$ cat src/rtl/edo_pkg.sv
package edo_pkg;
    localparam int LANES  = 2;
    localparam int LANE_W = 8;
    localparam int DATA_W = LANES * LANE_W;

    typedef enum logic [1:0] {
        RS_IDLE,
        RS_OPEN,
        RS_REFRESH
    } row_state_t;

    typedef enum logic [2:0] {
        LN_IDLE,
        LN_READ,
        LN_HOLD,
        LN_EARLY,
        LN_LATE,
        LN_BLOCK
    } lane_state_t;
endpackage

$ cat src/rtl/edo_lane.sv
module edo_lane
    import edo_pkg::*;
#(
    parameter int LANE_W = 8
) (
    input  logic              clk,
    input  logic              rst_n,
    input  logic              row_open,
    input  logic              ras_n,
    input  logic              cas_fall,
    input  logic              cas_rise,
    input  logic              we_n,
    input  logic              we_fall,
    input  logic              oe_n,
    input  logic [LANE_W-1:0] rd_byte,
    output logic              wr_en,
    output logic [LANE_W-1:0] dout,
    output logic              drive
);
    lane_state_t st_q;
    lane_state_t st_nxt;

    always_comb begin
        st_nxt = st_q;
        wr_en  = 1'b0;
        if (!row_open || ras_n) begin
            st_nxt = LN_IDLE;
        end else begin
            unique case (st_q)
                LN_IDLE, LN_HOLD: begin
                    if (cas_fall) begin
                        if (!we_n) begin
                            st_nxt = LN_EARLY;
                            wr_en  = 1'b1;
                        end else begin
                            st_nxt = LN_READ;
                        end
                    end else if (st_q == LN_HOLD && !we_n) begin
                        st_nxt = LN_IDLE;
                    end
                end
                LN_READ: begin
                    if (cas_rise) begin
                        st_nxt = LN_HOLD;
                    end else if (we_fall) begin
                        if (oe_n) begin
                            st_nxt = LN_LATE;
                            wr_en  = 1'b1;
                        end else begin
                            st_nxt = LN_BLOCK;
                        end
                    end
                end
                LN_EARLY, LN_LATE, LN_BLOCK: begin
                    if (cas_rise) st_nxt = LN_IDLE;
                end
                default: st_nxt = LN_IDLE;
            endcase
        end
    end

    always_ff @(posedge clk or negedge rst_n) begin
        if (!rst_n) st_q <= LN_IDLE;
        else        st_q <= st_nxt;
    end

    always_ff @(posedge clk or negedge rst_n) begin
        if (!rst_n) begin
            drive <= 1'b0;
            dout  <= '0;
        end else begin
            drive <= !oe_n && (st_nxt == LN_READ || st_nxt == LN_HOLD || st_nxt == LN_BLOCK);
            if (st_nxt == LN_READ || st_nxt == LN_BLOCK) dout <= rd_byte;
        end
    end

    // an early write never drives the lane
    assert_early_hiz_R4: assert property (@(posedge clk) disable iff (!rst_n)
        (st_q == LN_EARLY) |-> !drive);

    // a blocked late write stores nothing for the rest of the cycle
    assert_block_nowrite_R5: assert property (@(posedge clk) disable iff (!rst_n)
        (st_q == LN_BLOCK) |-> !wr_en);
endmodule

$ cat config.mk
export PLATFORM = sky130hd
export DESIGN_NAME = edo_lane
export DESIGN_NICKNAME = d
export VERILOG_FILES = /design/src/rtl/edo_pkg.sv /design/src/rtl/edo_lane.sv
export SDC_FILE = /design/constraint.sdc
export NUM_CORES = 1
export LEC_CHECK = 0
export ABC_AREA = 1
export ABC_CLOCK_PERIOD_IN_PS = 3110
export BUFFER_PORTS_ARGS = -buffer_cell sky130_fd_sc_hd__buf_2
export CAP_MARGIN = 20
export CORE_ASPECT_RATIO = 1.75
export CORE_MARGIN = 8
export CORE_UTILIZATION = 25
export DETAILED_ROUTE_END_ITERATION = 10
export HOLD_SLACK_MARGIN = 0.08
export SYNTH_ARGS = -nofsm -noshare
export SYNTH_HDL_FRONTEND = slang
export SYNTH_SLANG_ARGS = --single-unit
$ cat constraint.sdc
create_clock -name clk -period 3.11 [get_ports clk]
set_input_delay 0.1555 -clock clk [delete_from_list [all_inputs] [get_ports clk]]
set_output_delay 0.1555 -clock clk [all_outputs]
set_load 0.005 [all_outputs]
==> Yosys cells after proc, flatten, opt, wreduce, memory -nomap -nowiden <==
Cells that the tools add are included.
{ "op_classes": {"n_bitwise": 0, "reduce_logical": 12, "n_addsub": 0, "shifts": 0, "magnitude_cmp": 0, "mul": 0, "muxes": 16, "n_div": 0, "eq_ne": 8} }
{ "op_table": {"columns": ["cell", "count"], "rows": [
  ["3-bit two-way mux", 6],
  ["3-bit by 2-bit == test with 1-bit output, second input constant", 3],
  ["3-bit == test, second input constant", 3],
  ["3-bit one-hot mux with 3 select lines", 1],
  ["1-bit two-way mux", 7],
  ["3-bit by 1-bit == test with 1-bit output, second input constant", 2],
  ["1-bit logical OR", 4],
  ["1-bit zero test", 3],
  ["3-bit zero test", 1],
  ["3-bit OR reduction", 1],
  ["1-bit logical AND", 2],
  ["2-bit two-way mux", 1],
  ["1-bit one-hot mux with 2 select lines", 1],
  ["2-bit OR reduction", 1]
]} }
{ "totals": {"output_inout_bits": 10, "ram_bits": 0, "in_bits": 17, "rom_bits": 0, "n_memories": 0, "reg_bits": 12, "latchBits": 0} }

==> Logic depth before layout (Yosys ltp) <==
Gate-level depths: netlist (run 1).
{ "depth": {"word_depth": 10, "ltp_mapped": 10, "mapped_depth_nobuf": 10} }

==> Least setup slack after synthesis (run 1) <==
No wires, ideal clock.
{ "synth_timing": {"path_kind": "flip-flop to flip-flop", "startpoint": "reg st_q[2]", "endpoint": "reg drive", "setup_slack_ns": 1.932, "period_less_slack_ns": 1.178, "setup_ns": 0.119, "required_time_ns": 2.991, "path_buffers": 0, "arrival_ns": 1.060, "stages_incl_launch_ff": 7, "cell_sequence": "dfrtp_1 nor2_1 nand2_1 a21oi_2 nor2_8 nand2_4 a21oi_2"} }
{ "synth_via": {"elab_chain_len": 10} }
{ "synth_rtl": {"columns": ["element", "line_no", "rtl"], "rows": [
  ["from (decl)", "edo_lane.sv:20", "lane_state_t st_q;"],
  ["from (signal assigned)", "edo_lane.sv:64", "else st_q <= st_nxt;"],
  ["3-bit by 2-bit == test with 1-bit output", "edo_lane.sv:29, edo_lane.sv:38", null],
  ["1-bit logical AND", "edo_lane.sv:38", "end else if (st_q == LN_HOLD && !we_n) begin"],
  ["3-bit two-way mux", "edo_lane.sv:38", null],
  ["3-bit two-way mux", "edo_lane.sv:31", "if (cas_fall) begin"],
  ["3-bit one-hot mux with 3 select lines *", "edo_lane.sv:29", "unique case (st_q)"],
  ["3-bit two-way mux *", "edo_lane.sv:26", "if (!row_open || ras_n) begin"],
  ["3-bit by 1-bit == test with 1-bit output or 3-bit by 2-bit == test with 1-bit output (tied branches)", "edo_lane.sv:72", "drive <= !oe_n && (st_nxt == LN_READ || st_nxt == LN_HOLD || st_nxt == LN_BLOCK);"],
  ["1-bit logical OR", "edo_lane.sv:72", null],
  ["1-bit logical OR *", "edo_lane.sv:72", null],
  ["1-bit logical AND *", "edo_lane.sv:72", null],
  ["to (signal assigned)", "edo_lane.sv:72", null],
  ["to (decl)", "edo_lane.sv:18", "output logic drive"]
]} }
Every way passes the cells marked *; elsewhere a longest branch is shown, timed or not.
A chain may end at the register's enable or synchronous reset.

==> Final worst setup path (run 1) <==
{ "layout_timing": {"startpoint": "reg st_q[2]", "endpoint": "out wr_en"} }
{ "layout_via": {"elab_chain_len": 4} }
{ "layout_rtl": {"columns": ["element", "line_no", "rtl"], "rows": [
  ["3-bit by 2-bit == test with 1-bit output or 3-bit zero test (tied branches)", "edo_lane.sv:29", null],
  ["2-bit OR reduction", "edo_lane.sv:29", null],
  ["1-bit one-hot mux with 2 select lines *", "edo_lane.sv:29", null],
  ["1-bit two-way mux *", "edo_lane.sv:26", null],
  ["to (decl)", "edo_lane.sv:16", "output logic wr_en,"]
]} }
Marked as above.

==> results of run 1 <==
layout make-up:
type	instances	area [um^2]	area share [%]
sequential	12	300	35.0
multi-input combinational	61	295	34.4
timing repair buffer	27	140	16.3
inverter	12	48.8	5.69
clock buffer	3	41.3	4.81
tap	26	32.5	3.79
where the power goes:
group	internal (mW)	total, mW	switching, mW	leakage (nW)
Sequential	0.182	0.197	0.0144	0.155
Clock	0.0849	0.137	0.0520	0.0216
Combinational	0.0431	0.0943	0.0512	0.320
through the flow:
step	worst slack (ns)	power (mW)	cells
3_3_place_gp	1.82	0.295	137
2_1_floorplan	1.93	0.244	85
4_1_cts	1.65	0.437	141
3_5_place_dp	1.80	0.296	137
5_1_grt	1.55	0.456	141
6_report	1.65	0.428	141
metal layers:
metal	track usage (%)	up-vias	wire, um
met4	4.50	0	36
met3	2.32	3	132
met5	0	-	0
li1	-	325	-
met1	7.47	278	610
met2	14.2	22	883
logic make-up after synthesis:
family | Yosys count
AO/OA/AOI/OAI | 6
buffers and inverters | 12
flip-flops | 12
AND/OR/NAND/NOR | 55
state kept, by name, summed over array words and instances (netlist names):
signal,count
dout,8
st_q,3
drive,1
final timing paths:
| kind | startpoint | endpoint | slack, ns | cells past startpoint |
|---|---|---|---|---|
| setup / recovery | st_q[2]$_DFF_PN0_ | wr_en | 1.65 | 6 |
| hold / removal | oe_n | drive$_DFF_PN0_ | 0.09 | 2 |
| setup reg to reg | st_q[2]$_DFF_PN0_ | dout[4]$_DFFE_PN0P_ | 1.79 | 7 |
| hold reg to reg | dout[1]$_DFFE_PN0P_ | dout[1]$_DFFE_PN0P_ | 0.47 | 2 |
| max in group asynchronous | rst_n | drive$_DFF_PN0_ | 2.57 | 2 |
| min in group asynchronous | rst_n | dout[5]$_DFFE_PN0P_ | 0.33 | 2 |
cell usage after synthesis (all sizes together):
cell type	instances
nor2	9
nor3	1
dfrtp	12
inv	11
nand2	34
clkinv	1
nand3	11
o21ai	1
a21oi	5
==> key figures, run 1 <==
Timing
  – Final min period: 1.46 ns
  – Count of final setup violators: 0
  – Slew headroom: 82.0%
  – RSZ-0062 raised after global routing: false
  – Pins Over Slew Limit: 0
  – Hold_ws: 0.0887 ns
  – Maximum clock rate: 683 MHz
  – Slew @ Worst Pin: 0.270 ns
  – Final hold viol count: 0
  – Fin crit share: 47.1%
  – Setup Skew: 0.00252 ns
  – Setup TNS: 0 ns

Job
  – Max-Cap Viols: 0

Critical path
  – Worst path slowest cell: dfrtp_1
  – Setup crit end kind: output pin
  – Worst-path maximum fanout: 5
  – Req. time, crit path: 2.95 ns
  – Crit Path Category: register to output pin
  – Delay-heaviest family, CP: flip-flops
  – CP startpoint kind: register
  – Slowest cell delay on critical path: 0.42 ns
  – Worst-path cell chain: inv_2, nand2_1, nor2_1, clkinv_2, a21oi_1, buf_2
  – Critical Path AT: 1.31 ns
  – Buf/Inv on CP: 3

Global route
  – Total congestion overflow: 0
  – Largest net degree at the start of global routing: 13
  – Initial antenna violation count: 0
  – Vias in the first global route: 688
  – First-pass GRT wire length: 2.79 mm
  – GRT Total Usage: 8.02%

Detailed routing
  – Drt pass-1 iters: 4
  – Initial DRC count: 12
  – Vias/cell: 4.45
  – Final ANT Viol Nets: 0
  – Total Wirelength: 1.66 mm
  – Vias: 628
  – Post-route DRC violation count: 0
  – Routed WL per cell: 11.8 um

Floorplan
  – Initial Util: 26.2%
  – IO Pins: 27
  – Core ar.: 2460 um^2
  – Die Span Y: 83.2 um
  – FP Rows: 24
  – Die width: 54.4 um
  – DIE AREA: 4520 um^2

Yosys
  – Netlist cell types: 15
  – Largest cells by area after synthesis: dfrtp_1 47%, nand2_1 17%, nand3_1 8.5%, inv_1 4.7%, nor2_1 4.7%
  – Synthesized cell area: 644 um^2
  – Syn_nets: 102
  – Synth top area share: 46.6%
  – Mux cell area share after synthesis: 0%
  – Syn. warnings: 0
  – Synth Register Bits: 12
  – Compound-Gate Fraction of Synth Area: 5.83%
  – Post-Syn Area per Cell: 7.58 um^2
  – Largest family of logic cells by synthesized area: simple AND/OR/NAND/NOR gates
  – Sequential share of the synthesized area: 46.6%
  – Post-Synth Adder-Cell Area: 0%
  – Post-Synth XOR/XNOR Area: 0%
  – Cells after synthesis: 85
  – Largest area contributor in the netlist: dfrtp_1
  – Simple-gate share of the synthesized area: 40.0%

Final layout
  – Final-stage net count: 134
  – Post-route cell area: 858 um^2
  – Finished Core Util: 34.9%
  – P&R area growth vs syn: 33.2%
  – Commonest non-fill, non-tap cell in the layout: nand2_1
  – Filler Cell Count: 275
  – Most frequent cells in the layout: 30 x nand2_1, 26 x buf_2, 12 x dfrtp_1, 11 x nand3_1
  – Layout cells sized above 1: 34.8%
  – Ant diodes: 0

Clock network
  – Clock transition at path regs: 0.05 ns
  – Clock Path Buffers: 2
  – CTS tree: built
  – Clock Latency Late Sink: 0.24 ns
  – PostCTS Resize Cnt: 0
  – Setup bufs post-CTS: 0
  – CTS Buf Count: 3
  – Root buffer cell: clkbuf_8
  – CTS sink cnt: 12
  – H-tree Lvls: 1
  – Hold-fix buffers at CTS: 1

Place
  – DP HPWL: 1.40 mm
  – Placer Congestion: 0.912
  – Placed cell area: 807 um^2
  – PortBufs: 26

Pwr
  – Cell Pwr Density: 498 nW/um^2
  – Worst vdd ir: 0.255 mV
  – Leak: 0.496 nW

Hold path
  – Worst Hold Class: primary input to register

Outcome
  – Status: finished clean
(Power assumes the default switching activity.)
==> run 2: changes to the inputs <==
- ABC_CLOCK_PERIOD_IN_PS: 3110 -> 1300
- clock period: 3.11 -> 1.3 ns (I/O delays scaled with it)
==> run 2 against run 1 <==
  * The flow now finishes with violations (negative setup slack)
  * Register-to-register slack got worse by 1.8 ns
  * Power rose to 2.5 times the previous value
  * First-iteration DRC count down 17%
  * Worst setup slack worse by 1.7 ns
  * Sequential share of layout area is 6.3 points lower
  * Sequential power grew 140%
  * Largest power group unchanged
  * Global-route usage up 0.50 points
  * Via count grew 13%
  * Clock-buffer cell count stayed put
  * Clock power is 140% higher
==> key figures, run 2 (same netlist as run 1, synthesis figures left out) <==
Clock network
  – CTS tree: built
  – Root buffer cell: clkbuf_8
  – Clock transition at path regs: 0.05 ns
  – Clock Path Buffers: 2
  – CTS Buf Count: 3
  – CTS sink cnt: 12
  – Clock Latency Late Sink: 0.24 ns
  – H-tree Lvls: 1

Timing
  – Final hold viol count: 0
  – Slew @ Worst Pin: 0.269 ns
  – Setup Skew: 0.00264 ns
  – Count of final setup violators: 3
  – Maximum clock rate: 764 MHz
  – RSZ-0062 raised after global routing: true
  – Hold_ws: 0.0844 ns
  – Post-layout worst setup margin: -0.00935 ns
  – Slew headroom: 82.0%
  – Final min period: 1.31 ns
  – Pins Over Slew Limit: 0
  – Fin crit share: 101%

Final layout
  – Largest Register: dout
  – Largest register FFs: 8
  – Register area: 303 um^2
  – P&R area growth vs syn: 63.9%
  – Biggest regs: dout: 8 flops, st_q: 3 flops, drive: 1 flops
  – Filler Cell Count: 265
  – Most frequent cells in the layout: 26 x nand2_1, 26 x buf_2, 10 x dfrtp_1, 9 x nand3_1, 9 x dlygate4sd3_1
  – Ant diodes: 0
  – Area of the multi-input gates: 385 um^2
  – Final-stage net count: 147
  – Fin cells: 154
  – Post-route cell area: 1060 um^2
  – Layout cells sized above 1: 47.7%

Critical path
  – Reg2Reg Launch Point: st_q[2]$_DFF_PN0_
  – R2r setup slk: -0.009 ns
  – Crit path launch: st_q[2]$_DFF_PN0_
  – Reg2reg end: dout[4]$_DFFE_PN0P_
  – Crit Path Category: register to register
  – Worst-path maximum fanout: 6
  – Critical Path AT: 1.49 ns
  – Worst setup path end: dout[4]$_DFFE_PN0P_
  – Req. time, crit path: 1.48 ns
  – Setup crit end kind: register
  – CP startpoint kind: register
  – R2r worst-path depth: 7

Pwr
  – Tot Pwr: 1.08 mW
  – Cell Pwr Density: 1020 nW/um^2
  – Worst vdd ir: 0.604 mV
  – Leak: 0.568 nW

Floorplan
  – DIE AREA: 4520 um^2
  – Core ar.: 2460 um^2
  – Die width: 54.4 um
  – IO Pins: 27
  – Die Span Y: 83.2 um
  – FP Rows: 24
  – Initial Util: 26.2%

Global route
  – Vias in the first global route: 723
  – GRT Total Usage: 8.52%
  – First-pass GRT wire length: 2.99 mm
  – Initial antenna violation count: 0
  – Total congestion overflow: 0
  – Largest net degree at the start of global routing: 13

Detailed routing
  – Vias/cell: 4.61
  – Drt pass-1 iters: 4
  – Met1 wire length: 661 um
  – Max Used Layer: met4
  – Met2 WL: 1.11 mm
  – Post-route DRC violation count: 0
  – Initial DRC count: 10
  – Vias: 710
  – Final ANT Viol Nets: 0
  – Routed WL per cell: 12.9 um
  – Metal3 WL: 158 um
  – Total Wirelength: 1.99 mm

Place
  – Placer Congestion: 0.912
  – PortBufs: 26
  – Placed cell area: 807 um^2
  – Dpl cells: 137
  – DP HPWL: 1.40 mm

Outcome
  – Status: finished, violations left
  – Failing checks: negative setup slack

Hold path
  – Worst Hold Class: primary input to register

Job
  – Max-Cap Viols: 0
-- run 2: stage by stage --
step                utilization (%)  TNS (ns)  setup slack [ns]
floorplan                         -         0             0.122
global placement               32.8         0           0.00851
detailed placement             32.8   -0.0749           -0.0148
CTS                            39.4   -0.0128           -0.0128
global route                   42.9    -0.679           -0.0847
finish                         42.9   -0.0146          -0.00935
-- run 2: repair_timing --
action | 4_1_cts | 5_1_grt
setup buffers | 1 | 1
hold buffers | 9 | 0
pin swaps | 3 | 9
resized for setup | 7 | 18
cloned | 0 | 3
setup endpoints to repair | 10 | 10
hold endpoints to repair | 20 | 0
-- run 2: metal layers --
| layer | track usage (%) | up-vias |
|---|---|---|
| li1 | - | 355 |
| met1 | 7.47 | 324 |
| met2 | 15.6 | 26 |
| met3 | 2.86 | 5 |
| met4 | 4.05 | 0 |
| met5 | 0 | - |
-- run 2: where the power goes --
part           internal, mW  switching [mW]
combinational         0.130           0.147
clock                 0.203           0.128
sequential            0.436          0.0373
total                 0.769           0.312
-- run 2: layout make-up --
class                   count  area share [%]
flip-flops and latches     12            28.7
well taps                  26            3.08
repair inverters            1           0.592
multi-input cells          63            36.5
clock buffers               3            3.91
repair buffers             37            22.3
inverters                  12            4.98
-- run 2: worst max-delay path, cell delays in order, from the launching register on --
cell and delay, ns:
dfrtp_2 0.45, nor2_4 0.15, nand2_2 0.09, a21oi_4 0.26
nor2_8 0.09, nand2_4 0.10, nand2_1 0.06, nand2_1 0.05
-- run 2: worst min path at each step --
stage / start / slack [ns] / cells after the start / to
floorplan: rst_n / -0.23 / 0 / dout[0]$_DFFE_PN0P_
global placement: rst_n / -0.05 / 1 / drive$_DFF_PN0_
detailed placement: rst_n / -0.04 / 1 / st_q[2]$_DFF_PN0_
CTS: rd_byte[2] / 0.09 / 3 / dout[2]$_DFFE_PN0P_
global route: rd_byte[2] / 0.09 / 3 / dout[2]$_DFFE_PN0P_
finish: rd_byte[2] / 0.08 / 3 / dout[2]$_DFFE_PN0P_
